`src/rtl/irqagg_pkg.sv`:
```
package irqagg_pkg;
    localparam int unsigned REG_W      = 32;
    localparam int unsigned IDX_W      = $clog2(REG_W);
    localparam int unsigned GATE_BIT   = REG_W - 1;
    localparam int unsigned OFS_W      = 8;

    localparam logic [OFS_W-1:0] OFS_STAT0 = 8'h00;
    localparam logic [OFS_W-1:0] OFS_STAT1 = 8'h04;
    localparam logic [OFS_W-1:0] OFS_ROUTE = 8'h20;
    localparam logic [OFS_W-1:0] OFS_RAW   = 8'h30;
    localparam logic [OFS_W-1:0] OFS_ENSET = 8'h34;
    localparam logic [OFS_W-1:0] OFS_ENCLR = 8'h38;

    typedef logic [REG_W-1:0] word_t;

    typedef struct packed {
        word_t mask;
        word_t route;
    } cfg_t;

    typedef struct packed {
        logic line0;
        logic line1;
    } lines_t;
endpackage

```
`src/rtl/irqagg_sync.sv`:
```
module irqagg_sync #(
    parameter int unsigned WIDTH  = 32,
    parameter int unsigned STAGES = 2
) (
    input  logic             clk,
    input  logic             rst_n,
    input  logic [WIDTH-1:0] async_in,
    output logic [WIDTH-1:0] sync_out
);
    logic [STAGES-1:0][WIDTH-1:0] chain_d, chain_q;

    always_comb begin
        chain_d[0] = async_in;
        for (int s = 1; s < STAGES; s++) begin
            chain_d[s] = chain_q[s-1];
        end
    end

    always_ff @(posedge clk or negedge rst_n) begin
        if (!rst_n) chain_q <= '0;
        else        chain_q <= chain_d;
    end

    assign sync_out = chain_q[STAGES-1];
endmodule

```
`src/rtl/irqagg_regs.sv`:
```
module irqagg_regs
    import irqagg_pkg::*;
(
    input  logic             clk,
    input  logic             rst_n,
    input  logic             wr_en,
    input  logic [OFS_W-1:0] wr_ofs,
    input  word_t            wr_data,
    output word_t            mask,
    output word_t            route
);
    cfg_t cfg_d, cfg_q;

    always_comb begin
        cfg_d = cfg_q;
        if (wr_en) begin
            unique case (wr_ofs)
                OFS_ENSET: cfg_d.mask  = cfg_q.mask | wr_data;
                OFS_ENCLR: cfg_d.mask  = cfg_q.mask & ~wr_data;
                OFS_ROUTE: cfg_d.route = wr_data;
                default:   cfg_d       = cfg_q;
            endcase
        end
    end

    always_ff @(posedge clk or negedge rst_n) begin
        if (!rst_n) cfg_q <= '0;
        else        cfg_q <= cfg_d;
    end

    assign mask  = cfg_q.mask;
    assign route = cfg_q.route;
endmodule

```
`src/rtl/irqagg_route.sv`:
```
module irqagg_route
    import irqagg_pkg::*;
(
    input  word_t            raw,
    input  word_t            mask,
    input  word_t            route,
    output word_t            stat0,
    output word_t            stat1,
    output logic [IDX_W-1:0] low_idx,
    output logic             low_valid
);
    word_t live;

    always_comb begin
        live  = mask[GATE_BIT] ? (raw & mask) : '0;
        stat0 = live & ~route;
        stat1 = live & route;
    end

    // lowest set bit of stat0, scanned from the top down so the lowest wins
    always_comb begin
        low_idx   = '0;
        low_valid = 1'b0;
        for (int i = REG_W - 1; i >= 0; i--) begin
            if (stat0[i]) begin
                low_idx   = IDX_W'(i);
                low_valid = 1'b1;
            end
        end
    end
endmodule

```
`src/rtl/irq_aggregator.sv`:
```
module irq_aggregator
    import irqagg_pkg::*;
#(
    parameter int unsigned SYNC_STAGES = 2
) (
    input  logic             clk,
    input  logic             rst_n,
    input  logic [REG_W-1:0] irq_in,
    input  logic             reg_we,
    input  logic [OFS_W-1:0] reg_addr,
    input  logic [REG_W-1:0] reg_wdata,
    output logic [REG_W-1:0] reg_rdata,
    output logic             irq_out0,
    output logic             irq_out1,
    output logic [IDX_W-1:0] pend_idx,
    output logic             pend_valid
);
    word_t  raw_sync, mask_q, route_q, stat0, stat1;
    lines_t lines_d, lines_q;

    irqagg_sync #(.WIDTH(REG_W), .STAGES(SYNC_STAGES)) u_sync (
        .clk(clk), .rst_n(rst_n), .async_in(irq_in), .sync_out(raw_sync)
    );

    irqagg_regs u_regs (
        .clk(clk), .rst_n(rst_n), .wr_en(reg_we), .wr_ofs(reg_addr),
        .wr_data(reg_wdata), .mask(mask_q), .route(route_q)
    );

    irqagg_route u_route (
        .raw(raw_sync), .mask(mask_q), .route(route_q),
        .stat0(stat0), .stat1(stat1),
        .low_idx(pend_idx), .low_valid(pend_valid)
    );

    always_comb begin
        lines_d.line0 = |stat0;
        lines_d.line1 = |stat1;
    end

    always_ff @(posedge clk or negedge rst_n) begin
        if (!rst_n) lines_q <= '0;
        else        lines_q <= lines_d;
    end

    assign irq_out0 = lines_q.line0;
    assign irq_out1 = lines_q.line1;

    always_comb begin
        unique case (reg_addr)
            OFS_STAT0:            reg_rdata = stat0;
            OFS_STAT1:            reg_rdata = stat1;
            OFS_ROUTE:            reg_rdata = route_q;
            OFS_RAW:              reg_rdata = raw_sync;
            OFS_ENSET, OFS_ENCLR: reg_rdata = mask_q;
            default:              reg_rdata = '0;
        endcase
    end
endmodule

```
`config.mk`:
```
export PLATFORM = sky130hd
export DESIGN_NAME = irq_aggregator
export DESIGN_NICKNAME = d
export VERILOG_FILES = /design/src/rtl/irqagg_pkg.sv /design/src/rtl/irqagg_sync.sv /design/src/rtl/irqagg_regs.sv /design/src/rtl/irqagg_route.sv /design/src/rtl/irq_aggregator.sv
export SDC_FILE = /design/constraint.sdc
export NUM_CORES = 1
export LEC_CHECK = 0
export BUFFER_PORTS_ARGS = -buffer_cell sky130_fd_sc_hd__buf_4
export CORE_MARGIN = 2
export CORE_UTILIZATION = 56
export CTS_CLUSTER_DIAMETER = 120
export DETAILED_ROUTE_END_ITERATION = 12
export MAX_ROUTING_LAYER = met4
export PLACE_DENSITY_LB_ADDON = 0.2
export SLEW_MARGIN = 10
export SYNTH_ARGS = -nofsm -noshare
export SYNTH_HDL_FRONTEND = slang
export SYNTH_SLANG_ARGS = --single-unit
```
`constraint.sdc`:
```
create_clock -name clk -period 2.15 [get_ports clk]
set_input_delay 0.3225 -clock clk [delete_from_list [all_inputs] [get_ports clk]]
set_output_delay 0.3225 -clock clk [all_outputs]
set_load 0.1 [all_outputs]
```
==> reports/qor.yml, run 1 <==
placement:
  dp.cells: 940
  placed_cell_area_um2: 8380
  dp_hpwl_um: 14600
  port_buffers: 114
  dp_slack_ps: -297
  gp_congestion: 0.955
synthesis:
  syn-cell-area_um2: 6140
  synth_nets: 661
  synth-seq-cells: 130
  synth_area_per_cell_um2: 10.5
  yosys.area.top_type: "dfrtp_1"
  netlist.area_leader.share_pct: 53.0
  synth_edf_count: 0
  ys_seq_area_share_pct: 53.0
  async_flop_share_pct: 100
  syn_inst: 586
  yosys_warnings: 0
  synth_ff_type: "dfrtp_1"
  ys_top_cells_by_area: "dfrtp_1 53%, mux2_2 6.1%, nand2_1 5.4%"
  yosysUniqueCellTypes: 55
timing:
  worstEpCategory: "output port"
  worst_endpoint: "pend_valid"
clocking:
  root_buffer: "clkbuf_8"
  cts_htree_levels: 4
  cts-buffers-inserted: 17
  cts_sinks: 130
  clock_tree.buffer_depth: 2
floorplan:
  io_pins: 115
  rows: 38
  die_x_um: 109
  die_h_um: 109
  initial_core_util_pct: 57.1
global_route:
  grt_max_degree: 74
  grt.total_usage_pct: 78.1
  globalRouteOverflowTotal: 49
  antenna_found_initial: 3
status:
  lastStage: "global routing"
  status: "aborted with a tool error"
  tool.error: "[ERROR GRT-0232] Routing congestion too high. Check the congestion heatmap in the GUI."
==> stage by stage <==
| step | util (%) | hold WS (ps) | TNS [ps] |
|---|---|---|---|
| 4_1_cts | 94.1 | 1.31 | -13400 |
| 3_5_place_dp | 78.0 | 335 | -6930 |
| 3_3_place_gp | 78.0 | 332 | -3670 |
| 2_1_floorplan | - | 26.9 | -1260 |
==> timing repair <==
| action | 4_1_cts |
|---|---|
| hold buffers | 59 |
| endpoints found under the hold margin | 188 |
| pin swaps | 12 |
| gates resized for setup | 123 |
| gates cloned | 2 |
| setup buffers | 6 |
| endpoints found under the setup margin | 38 |
==> cells by family after synthesis <==
| family | count (synthesis) | synth area share, % |
|---|---|---|
| simple gates | 215 | 19.4 |
| mux | 35 | 6.40 |
| xor+xnor | 1 | 0.143 |
| buf+inv | 35 | 2.93 |
| flops | 130 | 53.0 |
| compound gates | 170 | 18.2 |
==> synth_stat cells, drive strengths merged (4+ instances only) <==
cell     instances
nand4           18
a31oi           36
o21ai           48
o2111ai          4
mux2            34
and4b            9
a222oi          17
buf             17
nor3             7
a21oi           34
nand2           88
nand3           29
nand4b          22
a221o           12
nor2            14
clkbuf          16
dfrtp          130
nor3b            5
nor4             6
==> layer usage <==
metal / global-route usage (%) / overflow
met5: - / -
met4: 78.7 / 20
met3: 60.6 / 1
met2: 92.1 / 28
met1: 77.2 / 0
==> run 2: changes to the inputs <==
Settings changed: CORE_UTILIZATION 56 to 40, CTS_CLUSTER_DIAMETER 120 to not set, MAX_ROUTING_LAYER met4 to not set, PLACE_DENSITY_LB_ADDON 0.2 to 0.15.
==> run 2 against run 1 <==
Compared with the run above: the flow now finishes, with violations (negative setup slack); area after synthesis unchanged; synthesized cell count unchanged.
==> reports/qor.yml, run 2 <==
status:
  status: "finished, violations left"
  violations: "negative setup slack"
global_route:
  grt_pass1_wl_um: 34600
  antenna_found_initial: 0
  grt_max_degree: 86
  grt.total_usage_pct: 27.8
  grt_pass1_vias: 6383
  globalRouteOverflowTotal: 0
clocking:
  root_buffer: "clkbuf_16"
  cts-buffers-inserted: 17
  cts_tree: "yes"
  cts_htree_levels: 4
  clk_latency_ps: 430
  clock_tree.buffer_depth: 2
  cts_sinks: 130
  clkTransAtPathRegs_ps: 60
floorplan:
  io_pins: 115
  core_um2: 15100
  dieArea_um2: 16400
  die_x_um: 128
  die_h_um: 128
  initial_core_util_pct: 40.7
  rows: 45
finish:
  nets: 944
  drive_gt1_share_pct: 49.0
  layout_commonest_cell: "buf_4"
  syn_to_final_growth_pct: 66.9
  final_cell_mix: "204 x buf_4, 129 x dfrtp_1, 56 x nand2_1, 41 x buf_12"
  instances_no_fill: 1068
  antennaDiodeCount: 0
  num-fill-cells: 1132
route:
  drc_errors: 0
  wirelength_um: 22500
  top_layer_used: "met4"
  wl_met1_um: 9200
  avgViaCountPerCell: 5.95
  vias: 6356
  wl_per_cell_um: 21.1
  met3_length_um: 1670
  ant_nets: 0
  route.met2.wl_um: 11100
  drt_iter0_markers: 675
  firstDrtPassIters: 9
placement:
  port_buffers: 114
  dp.cells: 993
  gp_congestion: 0.959
  dp_hpwl_um: 14900
power:
  pwr-share-comb_pct: 16.9
  power.share.sequential_pct: 40.5
  leakagePower_nw: 4.64
  p_per_area_nw_per_um2: 654
  netSwitchingFraction_pct: 27.6
  power_mw: 6.71
  p_int_mw: 4.86
  clockPowerShare_pct: 42.6
  peakVddDrop_mv: 0.616
  p_sw_mw: 1.85
worst_setup_path:
  r2r_end: "irq_out0$_DFF_PN0_"
  worst_r2r_path_depth: 8
  worstPathMaxFanout: 15
  critPathCaptureType: "output port"
  path_class: "flop to output port"
  crit_end: "pend_valid"
  cp.required_ps: 1830
  reg2reg_slack_ps: -30
  worstPathArrival_ps: 2480
  start_kind: "flop"
synthesis:
  synth.area.mux_share_pct: 6.40
  synth_compound_area_share_pct: 18.2
  syn-cell-area_um2: 6140
  synthAdderAreaFrac_pct: 0
  syn_inst: 586
  yosysMostFrequentCell: "dfrtp_1"
  netlist_top_cells_count: "130 x dfrtp_1, 88 x nand2_1, 48 x o21ai_0"
  ys_top_cells_by_area: "dfrtp_1 53%, mux2_2 6.1%, nand2_1 5.4%"
  async_flop_share_pct: 100
  synth_ff_type: "dfrtp_1"
  synth_top_family_by_area: "simple AND/OR/NAND/NOR gates"
  netlist.area_leader.share_pct: 53.0
  ys_seq_area_share_pct: 53.0
  synth-seq-cells: 130
  yosysUniqueCellTypes: 55
  synth_edf_count: 0
  yosys.area.top_type: "dfrtp_1"
  synth-simple-area-share_pct: 19.4
  synth_nets: 661
  synth_area_per_cell_um2: 10.5
  synthXorXnorAreaFrac_pct: 0.143
  yosys_warnings: 0
timing:
  timing.final.ws_setup_ps: -654
  finalCritPeriodShare_pct: 130
  final-hold-violation-count: 0
  finalSetupViolCount: 39
  fin_worst_skew_ps: 7.17
  period_minus_slack_ps: 2800
  slew_headroom_pct: 63.5
  rsz0062_at_grt: "yes"
  drv_slew: 0
  tightest_slew_ps: 548
  fin_tns_setup_ps: -14380
  fmax_mhz: 357
hold_path:
  hold_depth: 2
  hold_class: "input pin to flop"
flow_run:
  cap_viol_max_count: 0
run 2: cell counts after synthesis:
No cell type changed its count.
run 2: power by group through the flow:
stage,Sequential (mW),Clock (mW),Combinational (mW)
after floorplan,2.78,0,0.422
after global placement,2.74,0,0.928
after detailed placement,2.74,0,0.953
after CTS,2.71,2.88,1.09
after global routing,2.73,3.02,1.20
final,2.72,2.85,1.14
run 2: cell type report:
cell class / count / area, um2 / share of cell area (%)
inverters: 2 / 7.51 / 0.0732
clock inverters: 12 / 135 / 1.32
multi-input cells: 421 / 3260 / 31.8
well taps: 188 / 235 / 2.29
clock buffers: 18 / 439 / 4.28
flip-flops and latches: 130 / 3250 / 31.8
repair buffers: 297 / 2920 / 28.5
run 2: critical path, cell delays in order, from the launching register on:
cell and delay [ps]:
dfrtp_2 440, buf_12 160, and4b_4 190, o21bai_1 170, or3_4 370, nor2b_4 140, or3b_4 410, buf_12 180
run 2: kinds of logic after synthesis:
family / Yosys count
AND/OR/NAND/NOR: 215
XOR/XNOR: 1
flip-flops: 130
buffers and inverters: 35
AO/OA/AOI/OAI: 170
multiplexers: 35
run 2: through the flow:
stage | hold WS (ps) | util (%) | area (um2) | setup WS, ps
2_1_floorplan | 26.9 | - | 6430 | -310
3_3_place_gp | 133 | 56.4 | 8510 | -260
3_5_place_dp | 129 | 56.4 | 8510 | -369
4_1_cts | 79.6 | 65.6 | 9900 | -649
5_1_grt | 83.1 | 67.9 | 10200 | -697
6_report | 89.3 | 67.9 | 10200 | -654
run 2: how the worst min path moves through the flow:
stage / slack, ps / endpoint / startpoint
final: 90 / flop / reg_wdata[27]
after global routing: 80 / flop / reg_wdata[30]
after CTS: 80 / flop / reg_wdata[7]
after detailed placement: 130 / u_sync.chain_d[56]$_DFF_PN0_ / rst_n
after global placement: 130 / u_sync.chain_d[56]$_DFF_PN0_ / rst_n
after floorplan: 30 / async pin / rst_n
run 2: layer usage:
| metal | track usage (%) | vias up |
|---|---|---|
| li1 | - | 2831 |
| met4 | 11.4 | 0 |
| met2 | 45.2 | 308 |
| met3 | 5.76 | 46 |
| met1 | 36.3 | 3171 |
| met5 | 0 | - |
run 2: timing repair:
action / 4_1_cts / 5_1_grt
buffers inserted: 5 / 6
pin swaps: 13 / 24
endpoints found under the setup margin: 38 / 39
resized for setup: 122 / 80
hold buffers: 33 / 0
endpoints found under the hold margin: 111 / 0
gates cloned: 2 / 0
(Power assumes the default switching activity.)
==> run 3: changes to the inputs <==
Settings changed: ABC_AREA set to 1.
==> run 3 against run 2 <==
Compared with the run above: the flow still finishes with violations (negative setup slack); via count increased by 5.5%; first-iteration DRC count decreased by 7.3%; clock skew increased by 1.3 ps; register-to-register slack got worse by 400 ps; cell area increased by 4.6%; sequential share of layout area decreased by 1.4 points; clock-buffer cell count increased by 4; hold slack improved by 46 ps.
==> reports/qor.yml, run 3 <==
power:
  netSwitchingFraction_pct: 25.8
  leakagePower_nw: 4.98
  p_per_area_nw_per_um2: 596
  power_mw: 6.38
  pwr-share-comb_pct: 12.4
  peakVddDrop_mv: 0.553
  p_int_mw: 4.74
  p_sw_mw: 1.65
  clockPowerShare_pct: 44.7
  power.share.sequential_pct: 42.9
floorplan:
  dieArea_um2: 16000
  io_pins: 115
  initial_core_util_pct: 41.2
  core_um2: 14600
  rows: 44
  die_h_um: 127
  die_x_um: 127
finish:
  seq_area_um2: 3250
  post-route-util_pct: 73.5
  syn_to_final_growth_pct: 78.5
  instances_no_fill: 1224
  final_cell_mix: "239 x buf_4, 136 x nand2_1, 129 x dfrtp_1, 63 x nor2_1, 52 x inv_1"
  nets: 1102
  num-fill-cells: 1011
  multi_input_comb_area_um2: 3210
  drive_gt1_share_pct: 47.3
  layout_commonest_cell: "buf_4"
  antennaDiodeCount: 0
worst_setup_path:
  critPathMaxStageDelay_ps: 440
  reg2reg_slack_ps: -430
  worst_r2r_path_depth: 16
  cp.required_ps: 1830
  crit_top_cell: "nand2_1"
  r2r_end: "irq_out1$_DFF_PN0_"
  worstPathArrival_ps: 3030
  path_class: "flop to output port"
  cp_slowest_cell: "dfrtp_2"
  crit_end: "pend_idx[0]"
  worstPathMaxFanout: 9
  start_kind: "flop"
  critPathCaptureType: "output port"
synthesis:
  netlist.area_leader.share_pct: 54.2
  synth_ff_type: "dfrtp_1"
  yosys_warnings: 0
  syn-cell-area_um2: 6000
  synth_nets: 774
  synth_edf_count: 0
  ys_seq_area_share_pct: 54.2
  yosys.area.top_type: "dfrtp_1"
  netlist_top_cells_count: "148 x nand2_1, 130 x dfrtp_1, 93 x nor2_1"
  synth_area_per_cell_um2: 8.59
  ys_top_cells_by_area: "dfrtp_1 54%, nand2_1 9.3%, nor2_1 5.8%"
  yosysMostFrequentCell: "nand2_1"
  yosysUniqueCellTypes: 30
  syn_inst: 699
  synth-seq-cells: 130
  async_flop_share_pct: 100
clocking:
  clk_latency_ps: 430
  clock_tree.buffer_depth: 2
  cts_sinks: 130
  clkTransAtPathRegs_ps: 60
  cts_htree_levels: 4
  cts_tree: "yes"
  root_buffer: "clkbuf_16"
  cts-buffers-inserted: 17
hold_path:
  hp-start: "reg_wdata[1]"
  hold_class: "input pin to flop"
timing:
  timing.final.ws_setup_ps: -1200
  finalSetupViolCount: 40
  slew_headroom_pct: 71.4
  tightest_slew_ps: 425
  fin_worst_skew_ps: 8.46
  fmax_mhz: 299
  fin_tns_setup_ps: -20240
  finalCritPeriodShare_pct: 156
  drv_slew: 0
  rsz0062_at_grt: "yes"
  final-hold-violation-count: 0
  period_minus_slack_ps: 3350
route:
  wl_per_cell_um: 18.3
  ant_nets: 0
  vias: 6705
  drt_iter0_markers: 626
  drc_errors: 0
  firstDrtPassIters: 5
  avgViaCountPerCell: 5.48
  wirelength_um: 22400
global_route:
  antenna_found_initial: 0
  grt_max_degree: 53
  globalRouteOverflowTotal: 0
  grt.total_usage_pct: 28.2
  grt_pass1_vias: 6888
  grt_pass1_wl_um: 35200
placement:
  gp_congestion: 0.885
  dp_slack_ps: -921
  port_buffers: 114
  dp_hpwl_um: 13900
  dp.cells: 1108
status:
  violations: "negative setup slack"
  status: "finished, violations left"
flow_run:
  cap_viol_max_count: 0
-- run 3: cell types whose count changed in the layout (fill, tap and decap cells not counted), sizes merged, moves of 10 or more --
cell / delta
a31oi: -36
o211ai: +10
a222oi: -17
nand2: +60
a221o: -11
o21ai: +20
nand4b: -22
nor2: +82
nand3: +13
buf: +38
mux2: -23
a221oi: +27
inv: +58
-- run 3: critical path: cells and delay by family (launching register included) --
family,cells,cell delay [ps]
simple gates,28,1580
flops,1,440
buf+inv,3,390
compound gates,1,180
-- run 3: cell type report --
| cell class | count | share of cell area (%) |
|---|---|---|
| Tap cell | 184 | 2.15 |
| Clock buffer | 22 | 4.33 |
| Sequential cell | 130 | 30.4 |
| Clock inverter | 10 | 1.02 |
| Multi-Input combinational cell | 479 | 30.0 |
| Timing Repair inverter | 1 | 0.0584 |
| Timing Repair Buffer | 337 | 29.9 |
| Inverter | 61 | 2.23 |
-- run 3: metrics by stage --
stage	hold slack (ps)	instance area [um2]
2_1_floorplan	26.9	6210
4_1_cts	1.43	10200
5_1_grt	133	10700
3_3_place_gp	286	8310
6_report	135	10700
3_5_place_dp	295	8310
-- run 3: power groups by stage --
stage / combinational, mW / clock (mW) / sequential, mW
2_1_floorplan: 0.230 / 0 / 2.76
3_3_place_gp: 0.578 / 0 / 2.74
3_5_place_dp: 0.597 / 0 / 2.74
4_1_cts: 0.755 / 2.88 / 2.72
5_1_grt: 0.847 / 2.97 / 2.75
6_report: 0.794 / 2.85 / 2.74
-- run 3: timing repair --
action,CTS,global route
hold buffers,32,1
gates resized for setup,175,81
pin swaps,35,27
buffers inserted,36,11
endpoints found under the setup margin,39,40
cloned,4,0
hold endpoints to repair,60,1
-- run 3: how the worst min path moves through the flow --
stage | end | slack [ps] | cells past startpoint
floorplan | async pin | 30 | 0
finish | u_regs.route[1]$_DFFE_PN0P_ | 130 | 2
global placement | u_sync.sync_out[22]$_DFF_PN0_ | 290 | 1
CTS | u_sync.chain_d[48]$_DFF_PN0_ | 1 | 1
detailed placement | async pin | 300 | 1
global route | u_regs.route[1]$_DFFE_PN0P_ | 130 | 2
-- run 3: kinds of logic (layout without fill, tap and decap cells) --
logic type             after synthesis  after routing  share of synthesized area [%]
AO/OA/AOI/OAI                      143            143                           14.6
flip-flops                         130            130                           54.2
multiplexers                        11             11                           2.06
AND/OR/NAND/NOR                    325            325                           23.4
buffers and inverters               90            431                           5.81
-- run 3: per-layer routing --
layer  global-route usage, %  wire length [um]  up-vias
li1                        -                 -     3053
met1                    34.6              9070     3296
met2                    48.1             11400      300
met3                    6.83              1380       56
met4                    10.9               523        0
met5                       0                 0        -
